[src/rtl/bytelane_pkg.sv]
package bytelane_pkg;

  typedef enum logic [1:0] {
    OP_IDLE = 2'd0,
    OP_READ = 2'd1,
    OP_BYTE = 2'd2,
    OP_WORD = 2'd3
  } bus_op_e;

  localparam int unsigned LANE_EN_W = 4;

  // active-high enable set before output inversion
  typedef struct packed {
    logic lo;
    logic hi;
    logic swap;
    logic dout;
  } lane_en_t;

  // gate first, then word > byte > read priority
  function automatic bus_op_e fn_classify(input logic gate,
                                          input logic wr_word,
                                          input logic wr_byte,
                                          input logic rd);
    bus_op_e op;
    if (!gate)        op = OP_IDLE;
    else if (wr_word) op = OP_WORD;
    else if (wr_byte) op = OP_BYTE;
    else if (rd)      op = OP_READ;
    else              op = OP_IDLE;
    return op;
  endfunction

  function automatic lane_en_t fn_lanes(input bus_op_e op,
                                        input logic addr0,
                                        input logic resp16);
    lane_en_t e;
    e = '0;
    case (op)
      OP_WORD: begin
        e.lo   = 1'b1;
        e.hi   = 1'b1;
        e.dout = 1'b1;
      end
      OP_BYTE: begin
        e.swap = addr0;
        e.lo   = ~addr0;
        e.dout = 1'b1;
      end
      OP_READ: begin
        e.hi = 1'b1;
        e.lo = resp16;
      end
      default: e = '0;
    endcase
    return e;
  endfunction

endpackage

[src/rtl/bytelane_op_classify.sv]
module bytelane_op_classify
  import bytelane_pkg::*;
(
  input  logic    wr_word_i,
  input  logic    wr_byte_i,
  input  logic    rd_strobe_i,
  input  logic    xfer_act_i,
  input  logic    intack_i,
  output logic    gate_o,
  output bus_op_e op_o
);
  always_comb begin
    gate_o = xfer_act_i & ~intack_i;
    op_o   = fn_classify(gate_o, wr_word_i, wr_byte_i, rd_strobe_i);
  end
endmodule

[src/rtl/bytelane_lane_map.sv]
module bytelane_lane_map
  import bytelane_pkg::*;
(
  input  bus_op_e  op_i,
  input  logic     addr0_i,
  input  logic     resp16_i,
  output lane_en_t en_o
);
  always_comb en_o = fn_lanes(op_i, addr0_i, resp16_i);
endmodule

[src/rtl/bytelane_en_reg.sv]
module bytelane_en_reg #(
  parameter int unsigned WIDTH = 4
) (
  input  logic             clk,
  input  logic             rst_n,
  input  logic [WIDTH-1:0] en_i,
  output logic [WIDTH-1:0] en_n_o
);
  // one flop per enable, reset to the inactive (high) level
  for (genvar g = 0; g < WIDTH; g++) begin : g_bit
    always_ff @(posedge clk or negedge rst_n) begin
      if (!rst_n) en_n_o[g] <= 1'b1;
      else        en_n_o[g] <= ~en_i[g];
    end
  end
endmodule

[src/rtl/bytelane_buf_ctl.sv]
module bytelane_buf_ctl
  import bytelane_pkg::*;
(
  input  logic clk,
  input  logic rst_n,
  input  logic wr_word_i,
  input  logic wr_byte_i,
  input  logic addr0_i,
  input  logic rd_strobe_i,
  input  logic xfer_act_i,
  input  logic intack_i,
  input  logic resp16_i,
  output logic lo_en_n_o,
  output logic hi_en_n_o,
  output logic swap_en_n_o,
  output logic dout_en_n_o
);
  // named internal events
  logic                 xfer_gate;
  bus_op_e              cur_op;
  lane_en_t             next_en;
  logic [LANE_EN_W-1:0] en_n_q;

  bytelane_op_classify u_classify (
    .wr_word_i   (wr_word_i),
    .wr_byte_i   (wr_byte_i),
    .rd_strobe_i (rd_strobe_i),
    .xfer_act_i  (xfer_act_i),
    .intack_i    (intack_i),
    .gate_o      (xfer_gate),
    .op_o        (cur_op)
  );

  bytelane_lane_map u_map (
    .op_i     (cur_op),
    .addr0_i  (addr0_i),
    .resp16_i (resp16_i),
    .en_o     (next_en)
  );

  bytelane_en_reg #(.WIDTH(LANE_EN_W)) u_reg (
    .clk    (clk),
    .rst_n  (rst_n),
    .en_i   (next_en),
    .en_n_o (en_n_q)
  );

  // struct packing order: lo, hi, swap, dout (MSB first)
  assign lo_en_n_o   = en_n_q[3];
  assign hi_en_n_o   = en_n_q[2];
  assign swap_en_n_o = en_n_q[1];
  assign dout_en_n_o = en_n_q[0];
endmodule

[config.mk]
export PLATFORM = sky130hd
export DESIGN_NAME = bytelane_buf_ctl
export DESIGN_NICKNAME = d
export VERILOG_FILES = /design/src/rtl/bytelane_pkg.sv /design/src/rtl/bytelane_op_classify.sv /design/src/rtl/bytelane_lane_map.sv /design/src/rtl/bytelane_en_reg.sv /design/src/rtl/bytelane_buf_ctl.sv
export SDC_FILE = /design/constraint.sdc
export NUM_CORES = 1
export LEC_CHECK = 0
export BUFFER_PORTS_ARGS = -buffer_cell sky130_fd_sc_hd__buf_2
export CORE_AREA = 8 8 45 47
export DETAILED_ROUTE_END_ITERATION = 10
export DIE_AREA = 0 0 53 55
export GPL_ROUTABILITY_DRIVEN = 1
export HOLD_SLACK_MARGIN = 0.12
export MAX_ROUTING_LAYER = met4
export PLACE_DENSITY = 0.32
export SYNTH_ARGS = -nofsm -noshare
export SYNTH_HDL_FRONTEND = slang
export SYNTH_SLANG_ARGS = --single-unit
[constraint.sdc]
create_clock -name clk -period 0.8 [get_ports clk]
set_input_delay 0.04 -clock clk [delete_from_list [all_inputs] [get_ports clk]]
set_output_delay 0.04 -clock clk [all_outputs]
set_load 0.01 [all_outputs]
==> out/results.tsv, run 1 <==
metric	value	unit
crit-path leading delay family	flip-flops	
GRT Max-Usage Layer	met4	
Cell Count, Final, Fillers Out	46	
I/O pin count	13	
final-report hold violation count	0	
register area share after synthesis	63.6	%
Comb power frac	15.6	%
Die X	53	µm
antenna cell count	0	
GRT Total Usage	3.90	%
net count after synthesis	21	
via density per instance	3.43	
Yosys top cell area share	63.6	%
syn avg cell area	13.8	µm²
crit path cell chain	buf_6	
TritonCTS buffer count	3	
clock slew seen by the registers of the worst setup and hold paths	0.04	ns
Syn-to-layout area delta	105	%
cells after synthesis	12	
worst path arrival time	0.84	ns
M3 GR Usage	3.74	%
Regs by FF count	u_reg.en_n_o x4	
area of the multi-input gates	71.3	µm²
global routing usage on met2	2.93	%
worst slew pin tran	0.327	ns
worst vdd ir	0.343	mV
Final Cell Area	339	µm²
Largest register FFs	4	
Rows	14	
yosys warns	0	
share of cells above drive strength 1	66.7	%
PnR worst setup slack	-0.0802	ns
hold endpoint	u_reg.en_n_o[3]	
largest net degree at the start of global routing	5	
CTS Sinks	4	
first-pass GRT wire length	676	µm
area of the core	1380	µm²
Synth Register Bits	4	
Post-DRT Antenna Nets	0	
Crit path buffers/inverters	1	
ys async rst share	100	%
via count	158	
Critical path origin	u_reg.en_n_o[1]	
number of port buffers	12	
grt ovf	0	
height of the die	55	µm
top-count cell post-synth	dfstp_2	
Yosys top cell by area	dfstp_2	
WL final	414	µm
initial antenna violation count	0	
DR pass1 iterations	4	
MaxCap Viol Count	0	
P_sw	111	µW
Relative slew margins	78.2	%
final core occ	24.5	%
Biggest register	u_reg.en_n_o	
RSZ-0062 raised after global routing	true	
worst min path class	input pin to flip-flop	
crit path launch type	flip-flop	
Setup-failing EPs final	4	
Total Die Area	2920	µm²
crit-path max FO	1	
root buf cell	clkbuf_4	
FMAX	1140	MHz
status	complete, but fails checks	
Slowest-stage cell, CP	dfstp_2	
Hold Path Stages	3	
met1 Usage GRT	4.29	%
drt drc	0	
vias in the first global route	184	
crit-path max cell delay	0.52	ns
pwr dens	1620	nW/µm²
Cell Area, Placed	245	µm²
clk buf depth	2	
Sw Share	20.2	%
placed insts	40	
Final min period	0.880	ns
final net count	41	
failing checks	setup timing	
FF+latch area	105	µm²
cell internal pwr	438	µW
Min-Delay Startpoint	intack_i	
WL per Instance	9.00	µm
synthesized area	165	µm²
H-tree lvl count	1	
ys flop type	dfstp_2	
Commonest cells post-synth	dfstp_2, nor2b_1, o21ai_0	
fin. max-slew vios	0	
TritonCTS clock tree	built	
Worst Setup Path Type	flip-flop to output port	
Layout fillers	148	
clock power share	43.9	%
top cells by area, synth	dfstp_2, nor2b_1, o31ai_2, o21ai_0, and3b_1	
hold-fix buffers at CTS	4	
Tcrit/Tclk final	110	%
Leakage	0.147	nW
initial core utilization	11.9	%
Post-CTS Setup Bufs	0	
GP Congestion	0.572	
Post-synth EDFFs	0	
Worst Path Required	0.76	ns
crit end category	output port	
setup_tns	-0.311	ns
Sequential Power Share	40.5	%
DRT iter0 DRCs	2	
post-synth cell types	7	
power by group through the flow:
| stage | Clock (mW) | Combinational, mW | Sequential, mW |
|---|---|---|---|
| 6_report | 0.241 | 0.0858 | 0.222 |
| 3_5_place_dp | 0 | 0.0577 | 0.222 |
| 5_1_grt | 0.279 | 0.0940 | 0.222 |
| 4_1_cts | 0.257 | 0.0817 | 0.222 |
| 3_3_place_gp | 0 | 0.0567 | 0.222 |
| 2_1_floorplan | 0 | 0.0157 | 0.228 |
cells by family after synthesis:
group / after synthesis / share of synthesized area [%]
flops: 4 / 63.6
simple gates: 5 / 22.7
compound gates: 3 / 13.6
through the flow:
stage / power (mW) / hold WS (ns) / setup WS (ns)
6_report: 0.549 / 0.0549 / -0.0802
5_1_grt: 0.596 / 0.0676 / -0.109
3_3_place_gp: 0.278 / 0.0222 / 0.150
4_1_cts: 0.561 / 0.0345 / -0.0934
2_1_floorplan: 0.243 / -0.108 / 0.240
3_5_place_dp: 0.280 / 0.0269 / 0.145
timing repair:
action / 4_1_cts / 5_1_grt
gates resized for setup: 4 / 3
setup endpoints to repair: 4 / 6
pin swaps: 0 / 0
hold endpoints to repair: 8 / 2
per-layer routing:
layer / routed length [µm] / vias up / part of all wire [%]
li1: - / 79 / -
met3: 89 / 0 / 21
met5: 0 / - / 0
met4: 0 / 0 / 0
met2: 129 / 13 / 31
met1: 195 / 66 / 47
layout by cell type, fill, tap and decap left out:
cell,count
dlygate4sd3_1,4
and3b_1,1
nor2b_1,1
o21ai_1,1
dfstp_2,4
o21ai_0,1
clkbuf_4,3
and2b_1,1
buf_6,4
o31ai_4,1
nor2b_2,1
nand4b_1,1
buf_2,7
worst max-delay path by stage:
stage	end	slack (ns)	depth (start not counted)
after floorplan	dout_en_n_o	0.24	0
after global placement	swap_en_n_o	0.15	1
after detailed placement	swap_en_n_o	0.15	1
after CTS	swap_en_n_o	-0.09	1
after global routing	swap_en_n_o	-0.11	1
final	swap_en_n_o	-0.08	1
final cells by class:
| class | instances | area share, % |
|---|---|---|
| multi-input combinational | 8 | 21.0 |
| clock buffer | 3 | 6.64 |
| timing repair buffer | 15 | 35.4 |
| sequential | 4 | 31.0 |
| tap | 16 | 5.90 |
Note: power is estimated with default switching activity, not from simulation.
==> inputs of run 2 (changes only) <==
CELL_PAD_IN_SITES_DETAIL_PLACEMENT = 2   (was unset)
CELL_PAD_IN_SITES_GLOBAL_PLACEMENT = 2   (was unset)
PLACE_DENSITY = 0.48   (was 0.32)
clock period = 1.1 ns   (was 0.8 ns; I/O delays follow)
==> run 2 against run 1 <==
The flow now finishes without violations. Sequential cell count did not move. Wire length rose by 46%. Count of clock-buffer cells in the layout did not move. Sequential share of layout area rose by 1.1 points. Combinational power fell by 31%.
==> out/results.tsv, run 2 (same netlist as run 1, synthesis figures left out) <==
metric	value	unit
status	completed	
TritonCTS clock tree	built	
Relative slew margins	81.4	%
Post-DRT Antenna Nets	0	
FMAX	1000	MHz
Rows	14	
GRT Total Usage	5.47	%
Worst Setup Path Type	input pin to flip-flop	
Final min period	0.997	ns
Syn-to-layout area delta	98.5	%
worst slew pin tran	0.278	ns
MaxCap Viol Count	0	
I/O pin count	13	
pre-CTS setup slack	0.382	ns
worst vdd ir	0.255	mV
share of cells above drive strength 1	60.6	%
DRT iter0 DRCs	2	
number of port buffers	12	
crit-path max FO	5	
clk buf depth	2	
Layout fillers	161	
initial core utilization	11.9	%
crit end category	flip-flop	
clock slew seen by the registers of the worst setup and hold paths	0.03	ns
Setup-failing EPs final	0	
GRT Max-Usage Layer	met2	
Cell Count, Final, Fillers Out	49	
Regs by FF count	u_reg.en_n_o x4	
Largest register FFs	4	
RSZ-0062 raised after global routing	false	
largest net degree at the start of global routing	6	
met1 Usage GRT	4.43	%
first-pass GRT wire length	979	µm
H-tree lvl count	1	
TritonCTS buffer count	3	
DR pass1 iterations	2	
final-report hold violation count	0	
initial antenna violation count	0	
via density per instance	3.78	
setup_tns	0	ns
Total Die Area	2920	µm²
commonest cells after routing, fill and taps aside	buf_2, dlygate4sd3_1, dfstp_2	
commonest non-fill, non-tap cell in the layout	buf_2	
area of the core	1380	µm²
fin. max-slew vios	0	
Worst Path Required	1.24	ns
worst min path class	input pin to flip-flop	
PnR worst setup slack	0.103	ns
WL final	605	µm
vias in the first global route	227	
grt ovf	0	
Biggest register	u_reg.en_n_o	
CTS Sinks	4	
via count	185	
global routing usage on met2	8.40	%
final net count	44	
worst path arrival time	1.14	ns
crit path launch type	input pin	
antenna cell count	0	
height of the die	55	µm
Leakage	0.144	nW
Tcrit/Tclk final	90.6	%
root buf cell	clkbuf_4	
placed insts	40	
Die X	53	µm
M3 GR Usage	3.48	%
WL per Instance	12.3	µm
drt drc	0	
GP Congestion	0.586	
pwr dens	1200	nW/µm²
run 2: cell count changes in the layout (fill, tap and decap cells not counted), sizes merged:
cell,change
buf,+1
dlygate4sd3,+2
run 2: layout make-up:
| class | instances | area, µm² | area share [%] |
|---|---|---|---|
| tap | 16 | 20.0 | 6.11 |
| sequential | 4 | 105 | 32.1 |
| multi-input combinational | 8 | 60.1 | 18.3 |
| timing repair buffer | 18 | 120 | 36.6 |
| clock buffer | 3 | 22.5 | 6.87 |
run 2: final timing paths:
kind | end | cells after the start | from | slack, ns
worst max-delay path | u_reg.en_n_o[3] | 4 | wr_byte_i | 0.10
worst min-delay path | u_reg.en_n_o[3] | 3 | resp16_i | 0.15
max in group asynchronous | u_reg.en_n_o[1] | 2 | rst_n | 0.73
min in group asynchronous | u_reg.en_n_o[2] | 2 | rst_n | 0.34
run 2: where the power goes:
part           leakage (nW)  total, mW  internal, mW  switching [mW]
combinational        0.0878     0.0593        0.0351          0.0241
sequential           0.0422      0.161         0.159         0.00167
clock                0.0138      0.174         0.121          0.0522
run 2: worst max-delay path, stage by stage:
cell and delay, ns:
dlygate4sd3_1 0.52, buf_2 0.13, and3b_1 0.19, o31ai_2 0.24
run 2: per-stage QoR:
stage	hold WS [ns]	cell area [µm²]	util, %	power, mW
global route	0.151	328	23.7	0.424
CTS	0.151	328	23.7	0.407
detailed placement	0.0466	245	17.7	0.206
finish	0.152	328	23.7	0.393
global placement	0.0339	245	17.7	0.202
floorplan	-0.0928	165	-	0.177
run 2: routing by layer:
layer / part of all wire, % / vias up
li1: - / 85
met1: 35 / 87
met2: 51 / 13
met3: 13 / 0
met4: 0 / 0
met5: 0 / -
run 2: what timing repair did:
action / 4_1_cts / 5_1_grt
resized for setup: 0 / 0
hold buffers: 6 / 0
hold endpoints to repair: 8 / 0
setup buffers: 0 / 0
==> inputs of run 3 (changes only) <==
BUFFER_PORTS_ARGS = unset   (was -buffer_cell sky130_fd_sc_hd__buf_2)
CORE_AREA = 2 2 39 41   (was 8 8 45 47)
DIE_AREA = 0 0 41 43   (was 0 0 53 55)
DONT_BUFFER_PORTS = 1   (was unset)
PLACE_DENSITY = 0.34   (was 0.48)
==> run 3 against run 2 <==
Clock power grew 2%. First-iteration DRC count down 50%. Wire length decreased by 34%. Count of clock-buffer cells in the layout did not move. Maximum frequency up 5.8%. Sequential power hardly changed. Via count decreased by 24%. Core utilization fell by 2.9 points. Critical path depth down 1. Combinational power down 31%. Hold slack better by 0.15 ns.
==> out/results.tsv, run 3 (same netlist as run 1, synthesis figures left out) <==
metric	value	unit
status	completed	
clk buf depth	2	
WL final	398	µm
Largest register FFs	4	
P_sw	76.3	µW
Worst Path Required	1.24	ns
commonest non-fill, non-tap cell in the layout	dlygate4sd3_1	
via count	141	
Biggest register	u_reg.en_n_o	
MaxCap Viol Count	0	
grt ovf	0	
Rows	14	
worst path arrival time	1.08	ns
antenna cell count	0	
Leakage	0.110	nW
final net count	34	
clock power share	46.4	%
Worst Setup Path Type	input pin to flip-flop	
Relative slew margins	81.1	%
area of the core	1380	µm²
initial antenna violation count	0	
TritonCTS buffer count	3	
WL per Instance	10.2	µm
share of cells above drive strength 1	34.8	%
Tcrit/Tclk final	85.7	%
pwr dens	1330	nW/µm²
Die X	41	µm
GRT Total Usage	6.55	%
worst vdd ir	0.185	mV
Syn-to-layout area delta	74.2	%
Total Die Area	1760	µm²
Sw Share	19.9	%
H-tree lvl count	1	
Layout fillers	160	
height of the die	43	µm
fin. max-slew vios	0	
initial core utilization	11.9	%
clock slew seen by the registers of the worst setup and hold paths	0.04	ns
Post-DRT Antenna Nets	0	
Cell Area, Placed	185	µm²
crit end category	flip-flop	
worst slew pin tran	0.284	ns
CTS Sinks	4	
final-report hold violation count	0	
root buf cell	clkbuf_4	
GP Congestion	0.579	
post-cts resize count	0	
DR pass1 iterations	2	
TritonCTS clock tree	built	
DRT iter0 DRCs	1	
setup_tns	0	ns
first-pass GRT wire length	627	µm
Tot Pwr	383	µW
drt drc	0	
vias in the first global route	160	
Final min period	0.942	ns
commonest cells after routing, fill and taps aside	dlygate4sd3_1, dfstp_2, clkbuf_4	
Regs by FF count	u_reg.en_n_o x4	
Sequential Power Share	42.9	%
I/O pin count	13	
Final Cell Area	288	µm²
Setup-failing EPs final	0	
cell internal pwr	307	µW
number of port buffers	0	
RSZ-0062 raised after global routing	false	
via density per instance	3.62	
crit path launch type	input pin	
Comb power frac	10.8	%
largest net degree at the start of global routing	6	
FMAX	1060	MHz
crit-path max FO	5	
worst min path class	input pin to async pin	
## run 3: changes by cell type in the layout (fill, tap and decap cells not counted), sizes merged
cell,change
buf,-12
dlygate4sd3,+2
## run 3: cell type report
cell class	count	area, µm²	share of cell area, %
tap	16	20.0	6.96
multi-input combinational	8	60.1	20.9
sequential	4	105	36.5
clock buffer	3	22.5	7.83
timing repair buffer	8	80.1	27.8
## run 3: worst paths after layout
kind / from / to / cells after the start
min: rst_n / u_reg.en_n_o[0] / 1
max in group asynchronous: rst_n / u_reg.en_n_o[3] / 1
max: wr_byte_i / u_reg.en_n_o[3] / 3
min in group clk: wr_word_i / u_reg.en_n_o[3] / 2
## run 3: power by group through the flow
stage / registers, mW / logic, mW / clock network (mW)
floorplan: 0.166 / 0.0114 / 0
global placement: 0.166 / 0.0135 / 0
detailed placement: 0.166 / 0.0141 / 0
CTS: 0.165 / 0.0424 / 0.188
global route: 0.166 / 0.0465 / 0.203
finish: 0.164 / 0.0412 / 0.178
## run 3: metal layers
layer / part of all wire (%) / vias to the layer above / global-route usage, %
li1: - / 65 / -
met1: 38 / 64 / 6.33
met2: 49 / 10 / 7.19
met3: 11 / 2 / 3.14
met4: 1.5 / 0 / 10.0
met5: 0 / - / -
## run 3: per-stage QoR
stage | utilization, % | cells | setup WS [ns] | hold slack (ns)
2_1_floorplan | - | 12 | 0.525 | -0.0928
3_3_place_gp | 13.4 | 28 | 0.521 | -0.0926
3_5_place_dp | 13.4 | 28 | 0.468 | -0.0926
5_1_grt | 20.8 | 39 | 0.101 | 0.312
4_1_cts | 20.8 | 39 | 0.153 | 0.299
6_report | 20.8 | 39 | 0.158 | 0.299
## run 3: critical path, cell delays in order
cell           delay (ns)
dlygate4sd3_1        0.60
and3b_1              0.21
o31ai_2              0.22
## run 3: repair_timing
item                                    CTS  global route
endpoints found under the setup margin    0             0
setup buffers                             0             0
hold buffers                              8             0
hold endpoints to repair                  8             0
